**config.mk**
```make
export PLATFORM = sky130hd
export DESIGN_NAME = bclk_gen
export DESIGN_NICKNAME = d
export VERILOG_FILES = /design/src/rtl/bclk_pkg.sv /design/src/rtl/bclk_prescale.sv /design/src/rtl/bclk_modulus.sv /design/src/rtl/bclk_ext_sync.sv /design/src/rtl/bclk_gen.sv
export SDC_FILE = /design/constraint.sdc
export NUM_CORES = 1
export LEC_CHECK = 0
export ABC_AREA = 1
export BUFFER_PORTS_ARGS = -buffer_cell sky130_fd_sc_hd__buf_2
export CELL_PAD_IN_SITES_DETAIL_PLACEMENT = 1
export CELL_PAD_IN_SITES_GLOBAL_PLACEMENT = 1
export CORE_UTILIZATION = 36
export DETAILED_ROUTE_END_ITERATION = 10
export PLACE_DENSITY_LB_ADDON = 0.1
export SLEW_MARGIN = 20
export SYNTH_ARGS = -nofsm -noshare
export SYNTH_HDL_FRONTEND = slang
export SYNTH_HIERARCHICAL = 1
export SYNTH_SLANG_ARGS = --single-unit
export TNS_END_PERCENT = 1
```
**constraint.sdc**
```tcl
create_clock -name clk -period 1.5 [get_ports clk]
set_input_delay 0.45 -clock clk [delete_from_list [all_inputs] [get_ports clk]]
set_output_delay 0.45 -clock clk [all_outputs]
set_load 0.02 [all_outputs]
```
**src/rtl/bclk_pkg.sv**
```systemverilog
package bclk_pkg;

    localparam int MOD_W       = 8;
    localparam int PRE_DIV     = 8;
    localparam int SYNC_STAGES = 2;

    // Divider setting captured into the shadow copy.
    typedef struct packed {
        logic             fast;
        logic [MOD_W-1:0] modulus;
    } div_set_t;

    typedef enum logic {
        PH_LOW  = 1'b0,
        PH_HIGH = 1'b1
    } phase_e;

    // Overall divide by 2 is not allowed.
    function automatic logic set_forbidden(input div_set_t s);
        return s.fast && (s.modulus == '0);
    endfunction

endpackage

```
**src/rtl/bclk_prescale.sv**
```systemverilog
module bclk_prescale #(
    parameter int DIV = 8
) (
    input  logic clk,
    input  logic rst,
    input  logic clr,
    input  logic bypass,
    output logic tick
);
    localparam int CW = (DIV > 1) ? $clog2(DIV) : 1;
    localparam logic [CW-1:0] LAST = CW'(DIV - 1);

    logic [CW-1:0] cnt_q;

    assign tick = bypass || (cnt_q == LAST);

    always_ff @(posedge clk) begin
        if (rst || clr || tick) begin
            cnt_q <= '0;
        end else begin
            cnt_q <= cnt_q + 1'b1;
        end
    end
endmodule

```
**src/rtl/bclk_modulus.sv**
```systemverilog
module bclk_modulus #(
    parameter int W = 8
) (
    input  logic         clk,
    input  logic         rst,
    input  logic         clr,
    input  logic         tick,
    input  logic [W-1:0] limit,
    output logic         term
);
    logic [W-1:0] cnt_q;

    assign term = tick && (cnt_q == limit);

    always_ff @(posedge clk) begin
        if (rst || clr || term) begin
            cnt_q <= '0;
        end else if (tick) begin
            cnt_q <= cnt_q + 1'b1;
        end
    end
endmodule

```
**src/rtl/bclk_ext_sync.sv**
```systemverilog
module bclk_ext_sync #(
    parameter int STAGES = 2
) (
    input  logic clk,
    input  logic rst,
    input  logic pin,
    output logic rise,
    output logic fall
);
    // STAGES synchronizer flops plus one history flop for edge detection.
    logic [STAGES:0] pipe_q;

    always_ff @(posedge clk) begin
        if (rst) begin
            pipe_q <= '0;
        end else begin
            pipe_q <= {pipe_q[STAGES-1:0], pin};
        end
    end

    assign rise = pipe_q[STAGES-1] && !pipe_q[STAGES];
    assign fall = !pipe_q[STAGES-1] && pipe_q[STAGES];
endmodule

```
**src/rtl/bclk_gen.sv**
```systemverilog
module bclk_gen
    import bclk_pkg::*;
(
    input  logic             clk,
    input  logic             rst,
    input  logic             cfg_fast_range,
    input  logic [MOD_W-1:0] cfg_modulus,
    input  logic             cfg_pol,
    input  logic             cfg_drive_int,
    input  logic             ext_bclk,
    output logic             bclk_o,
    output logic             launch_en,
    output logic             sample_en,
    output logic             cfg_err
);
    div_set_t live_set;
    div_set_t shadow_q;
    phase_e   phase_q;
    logic     run_q;
    logic     err_q;
    logic     rise_q;
    logic     fall_q;

    logic pre_tick;
    logic mod_term;
    logic half_end;
    logic period_end;
    logic load;
    logic ext_rise;
    logic ext_fall;

    assign live_set = '{fast: cfg_fast_range, modulus: cfg_modulus};

    bclk_prescale #(.DIV(PRE_DIV)) u_pre (
        .clk    (clk),
        .rst    (rst),
        .clr    (!run_q),
        .bypass (shadow_q.fast),
        .tick   (pre_tick)
    );

    bclk_modulus #(.W(MOD_W)) u_mod (
        .clk   (clk),
        .rst   (rst),
        .clr   (!run_q),
        .tick  (pre_tick),
        .limit (shadow_q.modulus),
        .term  (mod_term)
    );

    bclk_ext_sync #(.STAGES(SYNC_STAGES)) u_sync (
        .clk  (clk),
        .rst  (rst),
        .pin  (ext_bclk),
        .rise (ext_rise),
        .fall (ext_fall)
    );

    // The final divide by 2 is the phase toggle.
    assign half_end   = run_q && mod_term;
    assign period_end = half_end && (phase_q == PH_HIGH);
    // Settings are taken while idle or at the end of a full period.
    assign load       = !run_q || period_end;

    always_ff @(posedge clk) begin
        if (rst) begin
            shadow_q <= '0;
            run_q    <= 1'b0;
            err_q    <= 1'b0;
            phase_q  <= PH_LOW;
            rise_q   <= 1'b0;
            fall_q   <= 1'b0;
        end else begin
            rise_q <= half_end && (phase_q == PH_LOW);
            fall_q <= period_end;
            if (load) begin
                shadow_q <= live_set;
                run_q    <= cfg_drive_int && !set_forbidden(live_set);
                err_q    <= cfg_drive_int && set_forbidden(live_set);
                phase_q  <= PH_LOW;
            end else if (half_end) begin
                phase_q  <= PH_HIGH;
            end
        end
    end

    assign bclk_o    = cfg_drive_int && (phase_q == PH_HIGH);
    assign launch_en = cfg_drive_int ? (cfg_pol ? fall_q : rise_q)
                                     : (cfg_pol ? ext_fall : ext_rise);
    assign sample_en = cfg_drive_int ? (cfg_pol ? rise_q : fall_q)
                                     : (cfg_pol ? ext_rise : ext_fall);
    assign cfg_err   = err_q;
endmodule

```
# Word level (Yosys, flattened, before mapping)
# Cells that the tools add are included.
dict set report word_totals {
  latch_bits 0
  reg_bits 28
  ram_bits 0
  input_bits 14
  mem_count 0
  romBits 0
  elab_cells 42
  out_inout_bits 4
}
dict set report op_classes {
  n_reduce_logical 21
  n_lt_le_gt_ge 0
  n_mux 6
  shifts 0
  n_div 0
  bitwise 1
  n_mul 0
  eq_ne 2
  add_sub_neg 2
}
# op count
set op_table {}
lappend op_table {{$logic_and 1x1->1} 10}
lappend op_table {{$add 8x1->8 const B} 1}
lappend op_table {{$eq 8x8->1} 1}
lappend op_table {{$logic_not 8->1} 1}
lappend op_table {{$mux 1} 6}
lappend op_table {{$logic_or 1x1->1} 5}
lappend op_table {{$logic_not 1->1} 4}
lappend op_table {{$add 3x1->3 const B} 1}
lappend op_table {{$eq 3x3->1 const B} 1}
lappend op_table {{$reduce_or 2->1} 1}
lappend op_table {{$not 1->1} 1}

# Longest topological paths before layout
# Gate-level depths: netlist of the first run.
dict set report depth {
  ltp_word 7
  mapped_depth 11
  depth_no_buf 11
}

# Modules after synthesis
# Netlist of the first run, hierarchy kept.
# mod cells_each seq_area_each_um2 instances area_per_inst_um2
set by_module_without_submodules {}
lappend by_module_without_submodules {bclk_gen 90 280.3 1 631.9}
lappend by_module_without_submodules {bclk_modulus 89 160.2 1 589.3}
lappend by_module_without_submodules {bclk_prescale 14 60.1 1 123.9}
lappend by_module_without_submodules {bclk_ext_sync 12 60.1 1 93.8}

# Worst setup path after synthesis of the first run
# No wires, ideal clock.
dict set report synth_timing {
  path_type {flip-flop to flip-flop}
  startpoint {register u_pre.cnt_q[0]}
  endpoint {register shadow_q[0] (netlist name)}
  arrival_time_ps 1574
  period_less_slack_ps 1640
  setup_ps 66
  n_path_buf 1
  t_required_ps 1434
  path_slack_ps -140
  stages_incl_launch_ff 12
  path_cell_list {dfxtp_1 > ha_1 > ha_1 > nor2_2 > inv_1 > nand3_1 > nor3_1 > nand2_2 > nand2_4 > buf_8 > o21ai_2 > a21oi_2}
}
dict set report synth_between {
  elab_chain_len 6
}
# item line
set synth_rtl {}
lappend synth_rtl {{start: declaration} bclk_prescale.sv:13} ;# logic [CW-1:0] cnt_q;
lappend synth_rtl {{start signal: assignment} bclk_prescale.sv:21} ;# cnt_q <= cnt_q + 1'b1;
lappend synth_rtl {{$eq 3x3->1} bclk_prescale.sv:15} ;# assign tick = bypass || (cnt_q == LAST);
lappend synth_rtl {{$logic_or 1x1->1} bclk_prescale.sv:15}
lappend synth_rtl {{named net pre_tick} bclk_gen.sv:24} ;# logic pre_tick;
lappend synth_rtl {{$logic_and 1x1->1} bclk_modulus.sv:13} ;# assign term = tick && (cnt_q == limit);
lappend synth_rtl {{named net mod_term} bclk_gen.sv:25} ;# logic mod_term;
lappend synth_rtl {{$logic_and 1x1->1} bclk_gen.sv:60} ;# assign half_end = run_q && mod_term;
lappend synth_rtl {{$logic_and 1x1->1} bclk_gen.sv:61} ;# assign period_end = half_end && (phase_q == PH_HIGH);
lappend synth_rtl {{$logic_or 1x1->1} bclk_gen.sv:63} ;# assign load = !run_q || period_end;
lappend synth_rtl {{end signal: assignment} bclk_gen.sv:77} ;# shadow_q <= live_set;
lappend synth_rtl {{end: declaration} bclk_gen.sv:17} ;# div_set_t shadow_q;
# The timed path passes the listed nets, and every way through them passes these cells.
# A chain may end at the register's enable or synchronous reset.

# Worst setup path in the final report of the first run
dict set report layout_timing {
  startpoint {register u_sync.pipe_q[2]}
  endpoint {output port launch_en}
}
dict set report layout_between {
  word_cells_on_any_way 5
  classes_between {mux: 2; reduce/logical: 3}
}
# item line
set layout_rtl {}
lappend layout_rtl {{start: declaration} bclk_ext_sync.sv:11} ;# logic [STAGES:0] pipe_q;
lappend layout_rtl {{start signal: assignment} bclk_ext_sync.sv:17} ;# pipe_q <= {pipe_q[STAGES-1:0], pin};
lappend layout_rtl {{$logic_and 1x1->1} bclk_ext_sync.sv:22} ;# assign fall = !pipe_q[STAGES-1] && pipe_q[STAGES];
lappend layout_rtl {{named net ext_fall} bclk_gen.sv:30} ;# logic ext_fall;
lappend layout_rtl {{$mux 1} bclk_gen.sv:89} ;# : (cfg_pol ? ext_fall : ext_rise);
lappend layout_rtl {{$mux 1} bclk_gen.sv:88} ;# assign launch_en = cfg_drive_int ? (cfg_pol ? fall_q : rise_q)
lappend layout_rtl {{end: declaration} bclk_gen.sv:12} ;# output logic launch_en,
# The timed path passes the listed nets, and every way through them passes these cells.

==> flow_metrics.env, run 1 <==
export IMPL_outcome="finished with violations"
export IMPL_violations="negative setup slack"
export IMPL_cts_buffers=3
export IMPL_cts_sinks=28
export IMPL_root_buffer="clkbuf_8"
export IMPL_grt_busiest_layer="met2"
export IMPL_finalSetupTns_ns=-0.895
export IMPL_post_drt_via_cell_ratio=4.77
export IMPL_yosysSeqAreaShare_pct=39.0
export IMPL_synthDistinctLibCells=25
export IMPL_fillers=509
export IMPL_fp_dieArea_um2=4250
export IMPL_cts_path_max_buffers=2
export IMPL_drv_slew=0
export IMPL_intPower_mw=1.26
export IMPL_grt_usage_pct=19.8
export IMPL_via_count=1398
export IMPL_p_leak_nw=0.882
export IMPL_wl_per_cell_um=12.9
export IMPL_gp_congestion=0.770
export IMPL_hold_buffers=0
export IMPL_finalSetupViolations=21
export IMPL_critPathArrivalTime_ns=1.16
export IMPL_ys_warn_count=6
export IMPL_synth_cells=205
export IMPL_synth_edf_count=0
export IMPL_clk_pin_slew_ns=0.10
export IMPL_clock_skew_ns=0.00893
export IMPL_diodes=0
export IMPL_area_delta_synth_final_pct=32.3
export IMPL_design_portCount=18
export IMPL_maxClockFrequency_mhz=622
export IMPL_initial_utilization_pct=38.4
export IMPL_hold_viol_final=0
export IMPL_synth_top_cell_area_share_pct=39.0
export IMPL_critPathCaptureType="primary output"
export IMPL_rows=22
export IMPL_crit_required_ns=1.05
export IMPL_synthesis_area_um2=1440
export IMPL_period_minus_slack_ns=1.61
export IMPL_crit_fanout=2
export IMPL_startpoint="u_sync/pipe_q[2]"
export IMPL_hpwl_um=2830
export IMPL_first_pass_iters=4
export IMPL_maxSlewHeadroom_pct=79.3
export IMPL_min_path_cells=3
export IMPL_die_height_um=65.2
export IMPL_drive_gt1_share_pct=37.1
export IMPL_insertion_delay_ns=0.28
export IMPL_reg2reg_depth=11
export IMPL_synth_main_ff_cell="dfxtp_1"
export IMPL_r2r_start="u_pre/cnt_q[0]"
export IMPL_yosys_top_cells_count="37 x nand2_1, 35 x inv_1, 35 x nor2_1"
export IMPL_maxCapViolations=0
export IMPL_rsz0062_at_grt="yes"
export IMPL_period_share_pct=107
export IMPL_final_util_pct=50.8
export IMPL_fin_ws_ns=-0.108
export IMPL_async_flop_share_pct=0
export IMPL_comb_power_share_pct=16.8
export IMPL_core_region_area_um2=3740
export IMPL_grt_util_met2_pct=35.8
export IMPL_hold_path_class="in -> reg"
export IMPL_p_sw_mw=0.445
export IMPL_seq_power_share_pct=47.7
export IMPL_powerDensity_nw_per_um2=894
export IMPL_grtUsageMet3_pct=2.60
export IMPL_yosysTopAreaCell="dfxtp_1"
export IMPL_grt_start_max_net_pins=17
export IMPL_fin_hold_ws_ns=0.365
export IMPL_synth_nets=222
export IMPL_drt_wl_total_um=3770
export IMPL_netlist_top_cells_area="dfxtp_1 39%, nand2_1 9.7%, inv_1 9.1%"
export IMPL_cts_tree="done"
export IMPL_tightest_slew_ns=0.310
export IMPL_grt_pass1_wl_um=6350
export IMPL_grt_pass1_vias=1455
export IMPL_placed_cells=284
export IMPL_nNetsFinal=263
export IMPL_cts_max_level=1
export IMPL_grt_met1_usage_pct=22.4
export IMPL_syn_mean_instance_area_um2=7.02
export IMPL_yosysMostFrequentCell="nand2_1"
export IMPL_vdd_drop_max_uv=473
export IMPL_drt_iter0_drc=36
export IMPL_worst_setup_path_type="reg -> out"
export IMPL_drc=0
export IMPL_numPortBuffers=17
export IMPL_cp_start_kind="flip-flop"
export IMPL_worstHoldStart="ext_bclk"
export IMPL_swShare_pct=26.1
export IMPL_stdcell_count=293
export IMPL_antenna_found_initial=0
export IMPL_ys_ff_latch=28
export IMPL_die_x_um=65.2
export IMPL_postRouteAntennaNets=0
export IMPL_overflow=0
export IMPL_clock_power_share_pct=35.5
-- layout by cell type, fill, tap and decap left out --
cell type | synthesis | routed
inv_1 | 35 | 32
dfxtp_2 | 0 | 9
clkbuf_8 | 0 | 3
o21ai_1 | 4 | 6
nand2_1 | 37 | 36
inv_4 | 0 | 1
nand4_1 | 1 | 1
o21ai_0 | 9 | 6
inv_2 | 1 | 3
nand2_2 | 3 | 4
bufinv_16 | 0 | 1
xor2_1 | 8 | 8
nor3_4 | 0 | 1
dfxtp_1 | 28 | 18
buf_2 | 0 | 15
dfxtp_4 | 0 | 1
nand2_4 | 2 | 3
ha_4 | 0 | 2
nor2_4 | 1 | 3
ha_1 | 3 | 1
o22ai_1 | 2 | 2
nand3_2 | 1 | 4
nand3_1 | 7 | 4
buf_4 | 0 | 21
buf_6 | 0 | 1
nor2_1 | 35 | 30
a21oi_1 | 7 | 7
nand4_2 | 1 | 1
o21ai_2 | 1 | 2
nor3_1 | 3 | 2
nor2_2 | 11 | 14
a21oi_2 | 2 | 2
and3_1 | 1 | 1
-- final timing paths --
path / slack [ns] / to
worst max-delay path: -0.11 / launch_en
worst min-delay path: 0.36 / u_sync/pipe_q[0]
worst max register to register: -0.09 / shadow_q[2]
worst min register to register: 0.40 / u_sync/pipe_q[1]
-- metrics by stage --
step,area [um^2],setup WS [ns],power [mW]
finish,1900,-0.108,1.70
global route,1900,-0.239,1.79
CTS,1850,-0.106,1.69
detailed placement,1710,-0.188,1.07
global placement,1710,-0.0561,1.06
floorplan,1470,0.00895,0.976
-- repair_timing --
action                     in CTS  in global routing
pin swaps                       7                  7
setup buffers                   2                  2
gates cloned                    1                  0
gates resized for setup        18                 15
setup endpoints to repair      22                 22
-- area by class of cell --
type	count	area (um^2)	share of cell area, %
timing repair buffer	37	244	12.8
multi-input combinational	140	815	42.8
clock buffer	3	41.3	2.17
tap	48	60.1	3.16
inverter	36	138	7.23
sequential	28	576	30.2
clock inverter	1	30.0	1.58
-- routing by layer --
layer	part of all wire, %	wire [um]	up-vias
li1	-	-	705
met1	43	1620	667
met2	53	1980	19
met3	2.2	83	7
met4	2.1	81	0
met5	0	0	-
-- cells by family (layout without fill, tap and decap cells) --
logic type / count (synthesis) / in the layout / share of synthesized area [%]
xor+xnor: 8 / 8 / 4.87
buf+inv: 38 / 77 / 10.8
simple gates: 103 / 104 / 33.1
flops: 28 / 28 / 39.0
compound gates: 25 / 25 / 9.65
fa+ha+maj: 3 / 3 / 2.61
-- power groups by stage --
stage | clock, mW | combinational [mW] | sequential, mW
final | 0.604 | 0.286 | 0.811
after CTS | 0.608 | 0.271 | 0.808
after floorplan | 0 | 0.164 | 0.812
after detailed placement | 0 | 0.248 | 0.821
after global placement | 0 | 0.236 | 0.819
after global routing | 0.645 | 0.326 | 0.816
-- registers in the layout, indices dropped and copies added (netlist names) --
register / count
phase_q: 1
run_q: 1
u_pre/cnt_q: 3
u_mod/cnt_q: 8
u_sync/pipe_q: 3
fall_q: 1
rise_q: 1
shadow_q: 9
cfg_err: 1
-- worst max-delay path, cell delays in order, from the launching register on --
cell	delay, ns
dfxtp_2	0.37
inv_2	0.04
nor2_2	0.11
o21ai_1	0.07
o22ai_1	0.12
buf_4	0.16
(Power assumes the default switching activity.)
==> run 2, diff against run 1 <==
CORE_MARGIN = 2   (was not set)
CORE_UTILIZATION = 40   (was 36)
clock period = 1.8 ns   (was 1.5 ns; I/O delays follow)
==> run 2 against run 1 <==
  * The flow now finishes without violations
  * First-iteration DRC count fell by 42%
  * Worst hold slack gained 0.048 ns
  * Critical path depth did not move
  * Global-route usage down 1.2 points
  * Final cell count decreased by 7.2%
  * Setup slack better by 0.14 ns
  * Power shrank 34%
  * Count of clock-buffer cells in the layout did not move
  * Combinational power down 32%
  * Register-to-register slack better by 0.20 ns
  * Utilization down 2.2 points
  * Largest power group unchanged
  * Critical path type unchanged
==> flow_metrics.env, run 2 (synthesized netlist as in run 1, its figures left out) <==
export IMPL_outcome="finished clean"
export IMPL_clk_pin_slew_ns=0.14
export IMPL_finalSetupViolations=0
export IMPL_final_common_cell="nand2_1"
export IMPL_final_cell_mix="37 x nand2_1, 33 x nor2_1, 32 x inv_1"
export IMPL_cts_sinks=28
export IMPL_tightest_slew_ns=0.274
export IMPL_post_drt_via_cell_ratio=4.68
export IMPL_crit_chain="inv_2 > nor2_2 > o21ai_1 > o22ai_1 > buf_4"
export IMPL_maxClockFrequency_mhz=565
export IMPL_gp_congestion=0.768
export IMPL_powerDensity_nw_per_um2=679
export IMPL_clock_skew_ns=0.00665
export IMPL_worst_setup_path_type="reg -> out"
export IMPL_diodes=0
export IMPL_reg_top3="shadow_q x9, u_mod/cnt_q x8"
export IMPL_overflow=0
export IMPL_rows=21
export IMPL_core_region_area_um2=3390
export IMPL_drive_gt1_share_pct=24.3
export IMPL_insertion_delay_ns=0.32
export IMPL_p_leak_nw=0.770
export IMPL_top_register="shadow_q"
export IMPL_critPathCaptureType="primary output"
export IMPL_hold_buffers=0
export IMPL_grt_pass1_vias=1364
export IMPL_largest_reg_flops=9
export IMPL_cp_start_kind="flip-flop"
export IMPL_hold_viol_final=0
export IMPL_cts_buffers=3
export IMPL_drv_slew=0
export IMPL_stdcell_count=272
export IMPL_grt_usage_pct=18.6
export IMPL_nNetsFinal=245
export IMPL_p_total_mw=1.12
export IMPL_cts_setup_buffers=0
export IMPL_area_delta_synth_final_pct=14.5
export IMPL_drt_iter0_drc=21
export IMPL_fin_ws_ns=0.0294
export IMPL_crit_required_ns=1.26
export IMPL_crit_fanout=2
export IMPL_fin_hold_ws_ns=0.412
export IMPL_fillers=452
export IMPL_wl_per_cell_um=12.6
export IMPL_critPathArrivalTime_ns=1.23
export IMPL_cp_slowest_cell="dfxtp_4"
export IMPL_via_count=1273
export IMPL_vdd_drop_max_uv=279
export IMPL_startpoint="u_sync/pipe_q[2]"
export IMPL_cts_resized=0
export IMPL_antenna_found_initial=0
export IMPL_fp_dieArea_um2=4090
export IMPL_drt_wl_total_um=3420
export IMPL_r2r_start="u_pre/cnt_q[0]"
export IMPL_cts_path_max_buffers=2
export IMPL_dp_slack_ns=0.0471
export IMPL_period_share_pct=98.4
export IMPL_root_buffer="clkbuf_4"
export IMPL_maxSlewHeadroom_pct=81.7
export IMPL_worstHoldStart="u_pre/cnt_q[0]"
export IMPL_design_portCount=18
export IMPL_max_stage_delay_ns=0.39
export IMPL_die_height_um=64.0
export IMPL_postRouteAntennaNets=0
export IMPL_grt_pass1_wl_um=5980
export IMPL_hpwl_um=2680
export IMPL_drc=0
export IMPL_maxCapViolations=0
export IMPL_cts_max_level=1
export IMPL_period_minus_slack_ns=1.77
export IMPL_placed_cells=269
export IMPL_die_x_um=64.0
export IMPL_hold_path_class="reg -> reg"
export IMPL_grt_start_max_net_pins=16
export IMPL_first_pass_iters=4
export IMPL_cts_tree="done"
export IMPL_initial_utilization_pct=42.5
export IMPL_rsz0062_at_grt="yes"
export IMPL_numPortBuffers=17
run 2: layout make-up:
type                    instances  area (um^2)  area share, %
flip-flops and latches         28          567           34.4
well taps                      46         57.6           3.49
inverters                      36          138           8.35
repair buffers                 20          116           7.06
multi-input cells             139          747           45.3
clock buffers                   3         22.5           1.37
run 2: where the power goes:
group	internal [mW]	switching [mW]	leakage (nW)	total, mW
registers	0.646	0.0247	0.231	0.671
clock network	0.0784	0.174	0.0138	0.253
logic	0.0735	0.122	0.526	0.195
run 2: per-layer routing:
metal / wire (um) / track usage [%]
met3: 81 / 2.64
met4: 21 / 5.71
met2: 1690 / 34.0
met1: 1630 / 22.3
met5: 0 / 0
run 2: path summary, 6_finish.rpt:
| path | to | slack [ns] | cells after the start |
|---|---|---|---|
| worst min register to register | u_pre/cnt_q[0] | 0.41 | 1 |
| worst min-delay path | u_pre/cnt_q[0] | 0.41 | 1 |
| worst max register to register | phase_q | 0.11 | 11 |
| worst max-delay path | launch_en | 0.03 | 5 |
run 2: critical path: cells and delay by family (launching register included):
kind	cells	cell delay, ns
compound gates	2	0.21
buf+inv	2	0.20
flops	1	0.39
simple gates	1	0.12
run 2: metrics by stage:
step,instance area [um^2],util [%],TNS (ns)
detailed placement,1580,46.7,0
global route,1650,48.6,-0.176
floorplan,1440,-,0
global placement,1580,46.7,0
CTS,1610,47.4,0
finish,1650,48.6,0
